<file path="config.mk">
export PLATFORM = sky130hd
export DESIGN_NAME = irq_prio_ctrl
export DESIGN_NICKNAME = d
export VERILOG_FILES = /design/src/rtl/irq_pkg.sv /design/src/rtl/irq_flag_bank.sv /design/src/rtl/irq_arbiter.sv /design/src/rtl/irq_nest_tracker.sv /design/src/rtl/irq_prio_ctrl.sv
export SDC_FILE = /design/constraint.sdc
export NUM_CORES = 1
export LEC_CHECK = 0
export ABC_AREA = 1
export BUFFER_PORTS_ARGS = -buffer_cell sky130_fd_sc_hd__clkbuf_2
export CORE_ASPECT_RATIO = 1.75
export CORE_MARGIN = 10
export CORE_UTILIZATION = 59
export DETAILED_ROUTE_END_ITERATION = 10
export PLACE_DENSITY_LB_ADDON = 0.25
export SKIP_LAST_GASP = 1
export SLEW_MARGIN = 40
export SYNTH_ARGS = -nofsm -noshare
export SYNTH_HDL_FRONTEND = slang
export SYNTH_SLANG_ARGS = --single-unit
export TNS_END_PERCENT = 10
</file>
<file path="constraint.sdc">
create_clock -name clk -period 28.9 [get_ports clk]
set_input_delay 0 -clock clk [delete_from_list [all_inputs] [get_ports clk]]
set_output_delay 0 -clock clk [all_outputs]
set_load 0.02 [all_outputs]
</file>
<file path="src/rtl/irq_pkg.sv">
package irq_pkg;

    localparam int GROUPS = 6;
    localparam int LEVELS = 4;
    localparam int LVL_W  = $clog2(LEVELS);
    localparam int SRC_N  = 2 * GROUPS - 1;
    localparam int VEC_W  = $clog2(SRC_N);
    localparam int EXT_N  = 6;
    localparam int PER_N  = 4;
    localparam int SUB_N  = 2;
    localparam int COMBO_SRC = SRC_N - 1;
    localparam int EN_W   = SRC_N + 1;

    typedef logic [LVL_W-1:0] lvl_t;

    typedef struct packed {
        logic             valid;
        logic [VEC_W-1:0] vec;
        lvl_t             lvl;
    } pick_t;

    // source index of external pin k
    function automatic int ext_src(input int k);
        case (k)
            0:       return 0;
            1:       return 4;
            2:       return 3;
            3:       return 5;
            4:       return 7;
            default: return 9;
        endcase
    endfunction

    // source index of peripheral event k: timer0, timer1, serial0, serial1
    function automatic int per_src(input int k);
        case (k)
            0:       return 2;
            1:       return 6;
            2:       return 8;
            default: return 1;
        endcase
    endfunction

    function automatic int src_grp(input int s);
        return s / 2;
    endfunction

endpackage

</file>
<file path="src/rtl/irq_flag_bank.sv">
module irq_flag_bank
    import irq_pkg::*;
(
    input  logic               clk,
    input  logic               rst,
    input  logic [EXT_N-1:0]   ext_n,
    input  logic [EXT_N-1:0]   ext_edge,
    input  logic [PER_N-1:0]   per_evt,
    input  logic [SUB_N-1:0]   sub_evt,
    input  logic [SUB_N-1:0]   sub_en,
    input  logic [SUB_N-1:0]   sub_clr,
    input  logic [SRC_N-2:0]   hw_clr,
    output logic [SRC_N-1:0]   flags,
    output logic [SUB_N-1:0]   sub_flags
);

    logic [EXT_N-1:0] smp_now, smp_old;
    logic [SRC_N-2:0] fl_q, fl_nxt;
    logic [SUB_N-1:0] sub_q;

    always_comb begin
        fl_nxt = fl_q & ~hw_clr;
        for (int k = 0; k < EXT_N; k++) begin
            if (ext_edge[k]) begin
                if (smp_old[k] && !smp_now[k]) fl_nxt[ext_src(k)] = 1'b1;
            end else begin
                fl_nxt[ext_src(k)] = ~smp_now[k];
            end
        end
        for (int k = 0; k < PER_N; k++) begin
            if (per_evt[k]) fl_nxt[per_src(k)] = 1'b1;
        end
    end

    always_ff @(posedge clk) begin
        if (rst) begin
            smp_now <= '1;
            smp_old <= '1;
            fl_q    <= '0;
            sub_q   <= '0;
        end else begin
            smp_now <= ext_n;
            smp_old <= smp_now;
            fl_q    <= fl_nxt;
            sub_q   <= (sub_q & ~sub_clr) | sub_evt;
        end
    end

    assign flags     = {|(sub_q & sub_en), fl_q};
    assign sub_flags = sub_q;

endmodule

</file>
<file path="src/rtl/irq_arbiter.sv">
module irq_arbiter
    import irq_pkg::*;
(
    input  logic [SRC_N-1:0]  req,
    input  logic [GROUPS-1:0] lvl_lo,
    input  logic [GROUPS-1:0] lvl_hi,
    output pick_t             pick
);

    // scan from the last source down; ">=" lets the lower index take ties
    always_comb begin
        pick = '0;
        for (int s = SRC_N - 1; s >= 0; s--) begin
            lvl_t l;
            l = {lvl_hi[src_grp(s)], lvl_lo[src_grp(s)]};
            if (req[s] && (!pick.valid || l >= pick.lvl)) begin
                pick.valid = 1'b1;
                pick.vec   = VEC_W'(s);
                pick.lvl   = l;
            end
        end
    end

endmodule

</file>
<file path="src/rtl/irq_nest_tracker.sv">
module irq_nest_tracker
    import irq_pkg::*;
(
    input  logic              clk,
    input  logic              rst,
    input  logic              take,
    input  lvl_t              take_lvl,
    input  logic              reti,
    output logic [LEVELS-1:0] isr,
    output logic              busy,
    output lvl_t              top_lvl
);

    logic [LEVELS-1:0] isr_q, isr_nxt;

    always_comb begin
        logic done;
        done    = 1'b0;
        isr_nxt = isr_q;
        if (reti) begin
            for (int i = LEVELS - 1; i >= 0; i--) begin
                if (!done && isr_nxt[i]) begin
                    isr_nxt[i] = 1'b0;
                    done       = 1'b1;
                end
            end
        end
        if (take) isr_nxt[take_lvl] = 1'b1;
    end

    always_comb begin
        top_lvl = '0;
        for (int i = 0; i < LEVELS; i++) begin
            if (isr_q[i]) top_lvl = lvl_t'(i);
        end
    end

    always_ff @(posedge clk) begin
        if (rst) isr_q <= '0;
        else     isr_q <= isr_nxt;
    end

    assign isr  = isr_q;
    assign busy = |isr_q;

endmodule

</file>
<file path="src/rtl/irq_prio_ctrl.sv">
module irq_prio_ctrl
    import irq_pkg::*;
(
    input  logic              clk,
    input  logic              rst,
    input  logic              lvl_lo_we,
    input  logic [GROUPS:0]   lvl_lo_wdata,
    input  logic              lvl_hi_we,
    input  logic [GROUPS-1:0] lvl_hi_wdata,
    input  logic              en_we,
    input  logic [EN_W-1:0]   en_wdata,
    input  logic              sub_en_we,
    input  logic [SUB_N-1:0]  sub_en_wdata,
    input  logic [SUB_N-1:0]  sub_clr,
    input  logic [EXT_N-1:0]  ext_n,
    input  logic [EXT_N-1:0]  ext_edge,
    input  logic [PER_N-1:0]  per_evt,
    input  logic [SUB_N-1:0]  sub_evt,
    input  logic              irq_ack,
    input  logic              irq_reti,
    output logic              irq_req,
    output logic [VEC_W-1:0]  irq_vec,
    output logic [LVL_W-1:0]  irq_lvl,
    output logic [LEVELS-1:0] isr_mask,
    output logic [SUB_N-1:0]  sub_flags,
    output logic              wdog_stat
);

    logic [GROUPS-1:0] lo_q, hi_q;
    logic [SRC_N-1:0]  en_q;
    logic              glb_q;
    logic [SUB_N-1:0]  sub_en_q;
    logic              wdog_q;

    logic [SRC_N-1:0]  flags;
    logic [SRC_N-1:0]  live;
    logic [SRC_N-2:0]  hw_clr;
    pick_t             pick;
    logic              busy;
    lvl_t              top_lvl;
    logic              grant;
    logic              take;

    always_ff @(posedge clk) begin
        if (rst) begin
            lo_q     <= '0;
            hi_q     <= '0;
            en_q     <= '0;
            glb_q    <= 1'b0;
            sub_en_q <= '0;
            wdog_q   <= 1'b0;
        end else begin
            if (lvl_lo_we) begin
                lo_q   <= lvl_lo_wdata[GROUPS-1:0];
                wdog_q <= lvl_lo_wdata[GROUPS];
            end
            if (lvl_hi_we) hi_q <= lvl_hi_wdata;
            if (en_we) begin
                en_q  <= en_wdata[SRC_N-1:0];
                glb_q <= en_wdata[EN_W-1];
            end
            if (sub_en_we) sub_en_q <= sub_en_wdata;
        end
    end

    irq_flag_bank u_flags (
        .clk      (clk),
        .rst      (rst),
        .ext_n    (ext_n),
        .ext_edge (ext_edge),
        .per_evt  (per_evt),
        .sub_evt  (sub_evt),
        .sub_en   (sub_en_q),
        .sub_clr  (sub_clr),
        .hw_clr   (hw_clr),
        .flags    (flags),
        .sub_flags(sub_flags)
    );

    assign live = flags & en_q & {SRC_N{glb_q}};

    irq_arbiter u_arb (
        .req    (live),
        .lvl_lo (lo_q),
        .lvl_hi (hi_q),
        .pick   (pick)
    );

    assign grant = pick.valid && (!busy || (pick.lvl > top_lvl));
    assign take  = irq_ack && grant;
    // the combined source shifts out of range and keeps its sub-flags
    assign hw_clr = take ? ((SRC_N-1)'(1) << pick.vec) : '0;

    irq_nest_tracker u_nest (
        .clk     (clk),
        .rst     (rst),
        .take    (take),
        .take_lvl(pick.lvl),
        .reti    (irq_reti),
        .isr     (isr_mask),
        .busy    (busy),
        .top_lvl (top_lvl)
    );

    assign irq_req   = grant;
    assign irq_vec   = pick.vec;
    assign irq_lvl   = pick.lvl;
    assign wdog_stat = wdog_q;

endmodule

</file>
==> out/metrics.csv, run 1 <==
metric;value;unit
status;completed;
register area share after synthesis;34.16;%
I/O Pins;69;
Placed Area;3611;µm²
worst endpoint required time;29090;ps
Post-Syn Area per Cell;6.902;µm²
Avg WL per Cell;13.91;µm
FF-to-FF End;u_flags.fl_q[2];
final wirelength;9195;µm
Post CTS Setup Buffer Count;0;
post_cts resized;0;
YS warnings;0;
die area;8936;µm²
Final Skew;9.007;ps
worst flop-to-flop path startpoint;glb_q;
final hold slack;4.849;ps
Starting Density;60.83;%
ratio of cells with drive above 1 in the final layout;23.51;%
Seq cells post-synth;55;
Longest Clk Path Bufs;2;
hold endpoint;lo_q[0];
CP Class;reg2reg;
Fin. Hold Viols;0;
global-route wire length before repair;15390;µm
post-route setup TNS;0;ps
CP arrival;12120;ps
syn nets;541;
I/O Buffers;68;
initial DRC count;135;
prevailing post-synth register cell;dfxtp_1;
Leak;2.151;nW
Tightest Pin Transition;751.4;ps
Worst Path Max Fanout;12;
gr ovfl total;0;
# DRC;0;
Synth area leader;dfxtp_1;
Slowest-stage cell, CP;dfxtp_1;
pre-CTS setup slack;17230;ps
Final min period;11930;ps
Max transition margin;49.85;%
r2r worst-path depth;87;
vias in the first global route;3478;
Die X;75.87;µm
non-filler instance count after layout;661;
Max VDD drop;0.00003489;V
final period utilization;41.27;%
Synth area leaders;dfxtp_1, nand2_1, ha_1, nor2_1, inv_1;
antenna violations before repair;0;
final setup violation count;0;
total CTS buffers;5;
CP most frequent cell;nand2_1;
Worst-path clk slew;110;ps
Fmax;83.85;MHz
fin util;80.33;%
top cell type's share of synthesized area;34.16;%
largest net degree at the start of global routing;30;
setup ws final;16970;ps
diode count;0;
gp weighted congestion;0.9170;
Post-Place Cells;600;
later-pin clock latency in the skew report;320;ps
Die Ht;117.8;µm
H-tree lvl count;2;
kind of start point of the critical path;flop;
via count;3363;
Max stage delay on crit path;640;ps
r2r setup slk;16970;ps
core area;5299;µm²
DP HPWL;6525;µm
Routed Antenna Nets;0;
Crit. End Element;flop;
Cell Rows;35;
Global Route Usage Sum;21.46;%
PwrDens;39.31;nW/µm²
Root Driver;clkbuf_8;
Gate Count Post-Synth;467;
Async S/R FF share, synth;0;%
Layout area overhead;32.07;%
Synth cell types;31;
Hold Crit Class;in2reg;
unrepaired setup endpoints after global routing;no;
design area;4257;µm²
max-slew violations;0;
First-pass DRT Iterations;4;
mapped cell area;3223;µm²
hold depth;3;
maxcap violations;0;
Hold Startpoint;lvl_lo_wdata[0];
Pwr Total;0.1673;mW
DR vias/cell;5.088;
nets@finish;660;
Post-synth EDFFs;0;
CTS tree;yes;
clock sink count;55;
worst max-delay path by stage:
| stage | startpoint | end | cells past startpoint |
|---|---|---|---|
| 5_1_grt | glb_q | u_flags.fl_q[2] | 87 |
| 3_3_place_gp | glb_q | u_flags.fl_q[2] | 87 |
| 6_report | glb_q | u_flags.fl_q[2] | 87 |
| 4_1_cts | glb_q | u_flags.fl_q[2] | 87 |
| 3_5_place_dp | glb_q | u_flags.fl_q[2] | 87 |
| 2_1_floorplan | u_flags.sub_flags[0] | u_flags.fl_q[2] | 87 |
state kept, by name (all words and copies together) (netlist names), 2 cells and up:
signal	flops
sub_en_q	2
en_q	11
lo_q	6
u_flags.sub_flags	2
u_flags.smp_old	6
u_flags.fl_q	10
u_nest.isr	4
u_flags.smp_now	6
hi_q	6
cell usage after synthesis (all sizes together) (2+ instances only):
cell type and number:
dfxtp 55, inv 69, nand2 109, clkbuf 7, nand3 38, ha 19
nand4 3, o21ai 51, nor2 68, buf 2, clkinv 3, or2 12
a21oi 25
critical path: cells and delay by family (launching register included):
kind | cells | cell delay [ps]
AO/OA/AOI/OAI | 20 | 3200
adder cells (fa/ha/maj) | 11 | 3000
buffers and inverters | 10 | 700
flip-flops | 1 | 640
AND/OR/NAND/NOR | 46 | 4230
cell type report:
class	count	area, µm²
tap	74	92.59
clock buffer	5	68.82
inverter	72	272.8
multi-input combinational	331	1804
clock inverter	3	46.29
timing repair buffer	121	870.8
fill	357	1042
sequential	55	1101
repair_timing:
item                                    in CTS  in global routing
hold buffers                                53                  0
hold endpoints to repair                    45                  0
endpoints found under the setup margin       0                  0
where the power goes:
| group | leakage [nW] | switching (mW) | internal [mW] | total, mW |
|---|---|---|---|---|
| clock | 0.0548 | 0.0275 | 0.0262 | 0.0536 |
| combinational | 1.64 | 0.0161 | 0.0142 | 0.0303 |
| sequential | 0.456 | 0.00309 | 0.0803 | 0.0834 |
cells by family (layout without fill, tap and decap cells):
family,after synthesis,in the layout,share of synthesized area [%]
simple gates,232,232,35.71
flops,55,55,34.16
fa+ha+maj,19,19,7.376
compound gates,80,80,12.89
buf+inv,81,201,9.860
metal layers:
metal / global-route usage, % / wire (µm) / vias up
li1: - / - / 1717
met1: 21.99 / 3437 / 1530
met2: 40.05 / 5117 / 94
met3: 3.966 / 410 / 22
met4: 7.477 / 229 / 0
met5: 0 / 0 / -
cells in the final DEF (no fill, tap or decap):
| master | instances |
|---|---|
| a21boi_0 | 1 |
| a21oi_1 | 24 |
| a21oi_2 | 1 |
| a31o_2 | 1 |
| and2_1 | 1 |
| bufinv_16 | 1 |
| clkbuf_2 | 68 |
| clkbuf_8 | 5 |
| clkinv_1 | 3 |
| clkinvlp_4 | 1 |
| dfxtp_1 | 55 |
| dlygate4sd3_1 | 53 |
| ha_1 | 19 |
| inv_1 | 62 |
| inv_2 | 6 |
| inv_4 | 1 |
| inv_6 | 1 |
| nand2_1 | 83 |
| nand2_2 | 16 |
| nand2_4 | 10 |
| nand3_1 | 29 |
| nand3_2 | 8 |
| nand3_4 | 1 |
| nand4_1 | 2 |
| nand4_2 | 1 |
| nor2_1 | 63 |
| nor2_2 | 4 |
| nor2_4 | 1 |
| nor3_1 | 1 |
| o21ai_0 | 40 |
| o21ai_1 | 11 |
| o21bai_1 | 1 |
| o31ai_1 | 1 |
| or2_2 | 12 |
No activity file was read; power rests on OpenSTA's default activity.
==> run 2, diff against run 1 <==
--- a/config.mk
+++ b/config.mk
@@ -9,7 +9,7 @@
 export BUFFER_PORTS_ARGS = -buffer_cell sky130_fd_sc_hd__clkbuf_2
 export CORE_ASPECT_RATIO = 1.75
 export CORE_MARGIN = 10
-export CORE_UTILIZATION = 59
+export CORE_UTILIZATION = 55
 export DETAILED_ROUTE_END_ITERATION = 10
 export PLACE_DENSITY_LB_ADDON = 0.25
 export SKIP_LAST_GASP = 1
==> constraint.sdc (replaced) <==
create_clock -name clk -period 11.4 [get_ports clk]
set_input_delay 0 -clock clk [delete_from_list [all_inputs] [get_ports clk]]
set_output_delay 0 -clock clk [all_outputs]
set_load 0.02 [all_outputs]
==> run 2 against run 1 <==
Compared with the run above:
- global-route usage shrank 2.1 points
- sequential share of layout area shrank 0.75 points
- register-to-register slack lost 16000 ps
- first-iteration DRC count shrank 0.74%
- setup slack lost 16000 ps
- fmax grew 12%
- flip-flop and latch count is the same
- clock skew grew 7.7 ps
- utilization shrank 2.1 points
- critical endpoint unchanged
- largest cell class unchanged
==> out/metrics.csv, run 2 (same netlist as run 1, synthesis figures left out) <==
metric;value;unit;change
biggest regs;en_q x11, u_flags.fl_q x10;;
core area;5630;µm²;+6.3%
r2r setup slk;790;ps;-16190 ps
max-slew violations;0;;unchanged
Fmax;94.23;MHz;+12%
total of fill cells in the finished design;393;;+10%
H-tree lvl count;2;;unchanged
die area;9442;µm²;+5.7%
Tightest Pin Transition;683.4;ps;-68.02 ps
First-pass DRT Iterations;4;;unchanged
Hold Startpoint;ext_edge[4];;
ratio of cells with drive above 1 in the final layout;28.14;%;+4.6 points
kind of start point of the critical path;flop;;
worst endpoint required time;11610;ps;-17480 ps
I/O Buffers;68;;unchanged
maxcap violations;0;;unchanged
via count;3382;;+0.56%
routing usage on met2;38.02;%;-2.0 points
Slowest-stage cell, CP;dfxtp_1;;
multi-input logic area;1894;µm²;+5.0%
nets@finish;670;;+1.5%
Top reg by flops;en_q;;
clock sink count;55;;unchanged
final period utilization;93.09;%;+52 points
Max transition margin;54.39;%;+4.5 points
final setup violation count;0;;unchanged
final wirelength;9312;µm;+1.3%
Starting Density;57.24;%;-3.6 points
Placed Area;3621;µm²;+0.28%
Worst-path clk slew;110;ps;about the same
setup ws final;788.2;ps;-16190 ps
hold depth;4;;+1
Die X;77.87;µm;+2.6%
commonest non-fill, non-tap cell in the layout;nand2_1;;
Final min period;10610;ps;-1315 ps
design area;4404;µm²;+3.5%
CP most frequent cell;nand2_1;;
Max VDD drop;0.0001188;V;+240%
register area;1106;µm²;+0.45%
hold endpoint;u_flags.fl_q[7];;
Longest Clk Path Bufs;2;;unchanged
Fin. Hold Viols;0;;unchanged
I/O Pins;69;;unchanged
pre-CTS setup slack;123.1;ps;-17100 ps
antenna violations before repair;1;;+1
Max stage delay on crit path;370;ps;-270 ps
commonest cells after routing, fill and taps aside;nand2_1, clkbuf_2, nor2_1, inv_1, dlygate4sd3_1;;
Crit. End Element;flop;;
gr ovfl total;0;;unchanged
later-pin clock latency in the skew report;330;ps;about the same
FF-to-FF End;u_flags.fl_q[2];;
global routing met1 resource utilization;18.34;%;-3.6 points
total CTS buffers;5;;unchanged
CP arrival;10820;ps;-1300 ps
PwrDens;92.26;nW/µm²;+130%
r2r worst-path depth;91;;+4.6%
Cell Rows;36;;+2.9%
Die Ht;121.3;µm;+3.0%
status;completed;;
Post-Place Cells;603;;+0.50%
GRT busiest layer;met2;;
DR vias/cell;5.018;;-1.4%
Largest register FFs;11;;unchanged
final hold slack;1.489;ps;-3.360 ps
# DRC;0;;unchanged
Final Skew;16.66;ps;+7.650 ps
Avg WL per Cell;13.82;µm;-0.68%
non-filler instance count after layout;674;;+2.0%
Leak;2.210;nW;+2.7%
CP Class;reg2reg;;
largest net degree at the start of global routing;30;;unchanged
Root Driver;clkbuf_8;;
initial DRC count;134;;-0.74%
Layout area overhead;36.65;%;
vias in the first global route;3423;;-1.6%
met3 GRT Util;3.783;%;-0.18 points
Routed Antenna Nets;0;;unchanged
Global Route Usage Sum;19.40;%;-2.1 points
Hold Crit Class;in2reg;;
Worst Path Max Fanout;7;;-5
Pwr Total;0.4063;mW;+140%
worst flop-to-flop path startpoint;sub_en_q[0];;
DP HPWL;6537;µm;+0.19%
CTS tree;yes;;
global-route wire length before repair;15080;µm;-2.0%
gp weighted congestion;0.8958;;-2.3%
## run 2: where the power goes
part           switching (mW)  total [mW]  internal, mW
Combinational          0.0440      0.0822        0.0382
Sequential            0.00725       0.211         0.204
Clock                  0.0696       0.113        0.0435
## run 2: how the worst max path moves through the flow
stage                               from              end  slack [ps]  cells after the start
detailed placement  u_flags.sub_flags[0]  u_flags.fl_q[2]         120                     87
floorplan           u_flags.sub_flags[0]  u_flags.fl_q[2]         980                     87
CTS                 u_flags.sub_flags[0]  u_flags.fl_q[7]          80                     87
global route        u_flags.sub_flags[1]  u_flags.fl_q[2]        -100                     89
global placement    u_flags.sub_flags[0]  u_flags.fl_q[2]         520                     87
finish                       sub_en_q[0]  u_flags.fl_q[2]         790                     91
## run 2: timing repair
item                                    CTS  global route
endpoints found under the setup margin    0            20
hold buffers                             53             0
buffers inserted                          0             9
gates resized for setup                   0            31
endpoints found under the hold margin    44             0
## run 2: layout make-up
cell class,instances,share of cell area (%)
sequential,55,25.11
antenna,1,0.05682
clock buffer,5,1.563
inverter,72,6.193
multi-input combinational,331,43.01
clock inverter,3,0.4261
timing repair buffer,131,21.48
tap,76,2.159
## run 2: metrics by stage
stage | util (%) | TNS (ps)
after global placement | 64.31 | 0
after CTS | 75.29 | 0
after global routing | 78.22 | -175.1
after detailed placement | 64.31 | 0
final | 78.22 | 0
after floorplan | - | 0
## run 2: critical path: cells and delay by family (launching register included)
kind	cells	cell delay (ps)
AO/OA/AOI/OAI	20	2280
adder cells (fa/ha/maj)	11	2940
AND/OR/NAND/NOR	50	4090
flip-flops	1	370
buffers and inverters	10	750
## run 2: routing by layer
metal	wire (µm)	part of all wire (%)
met4	297	3.2
met5	0	0
met2	5124	55
met1	3506	38
met3	383	4.1
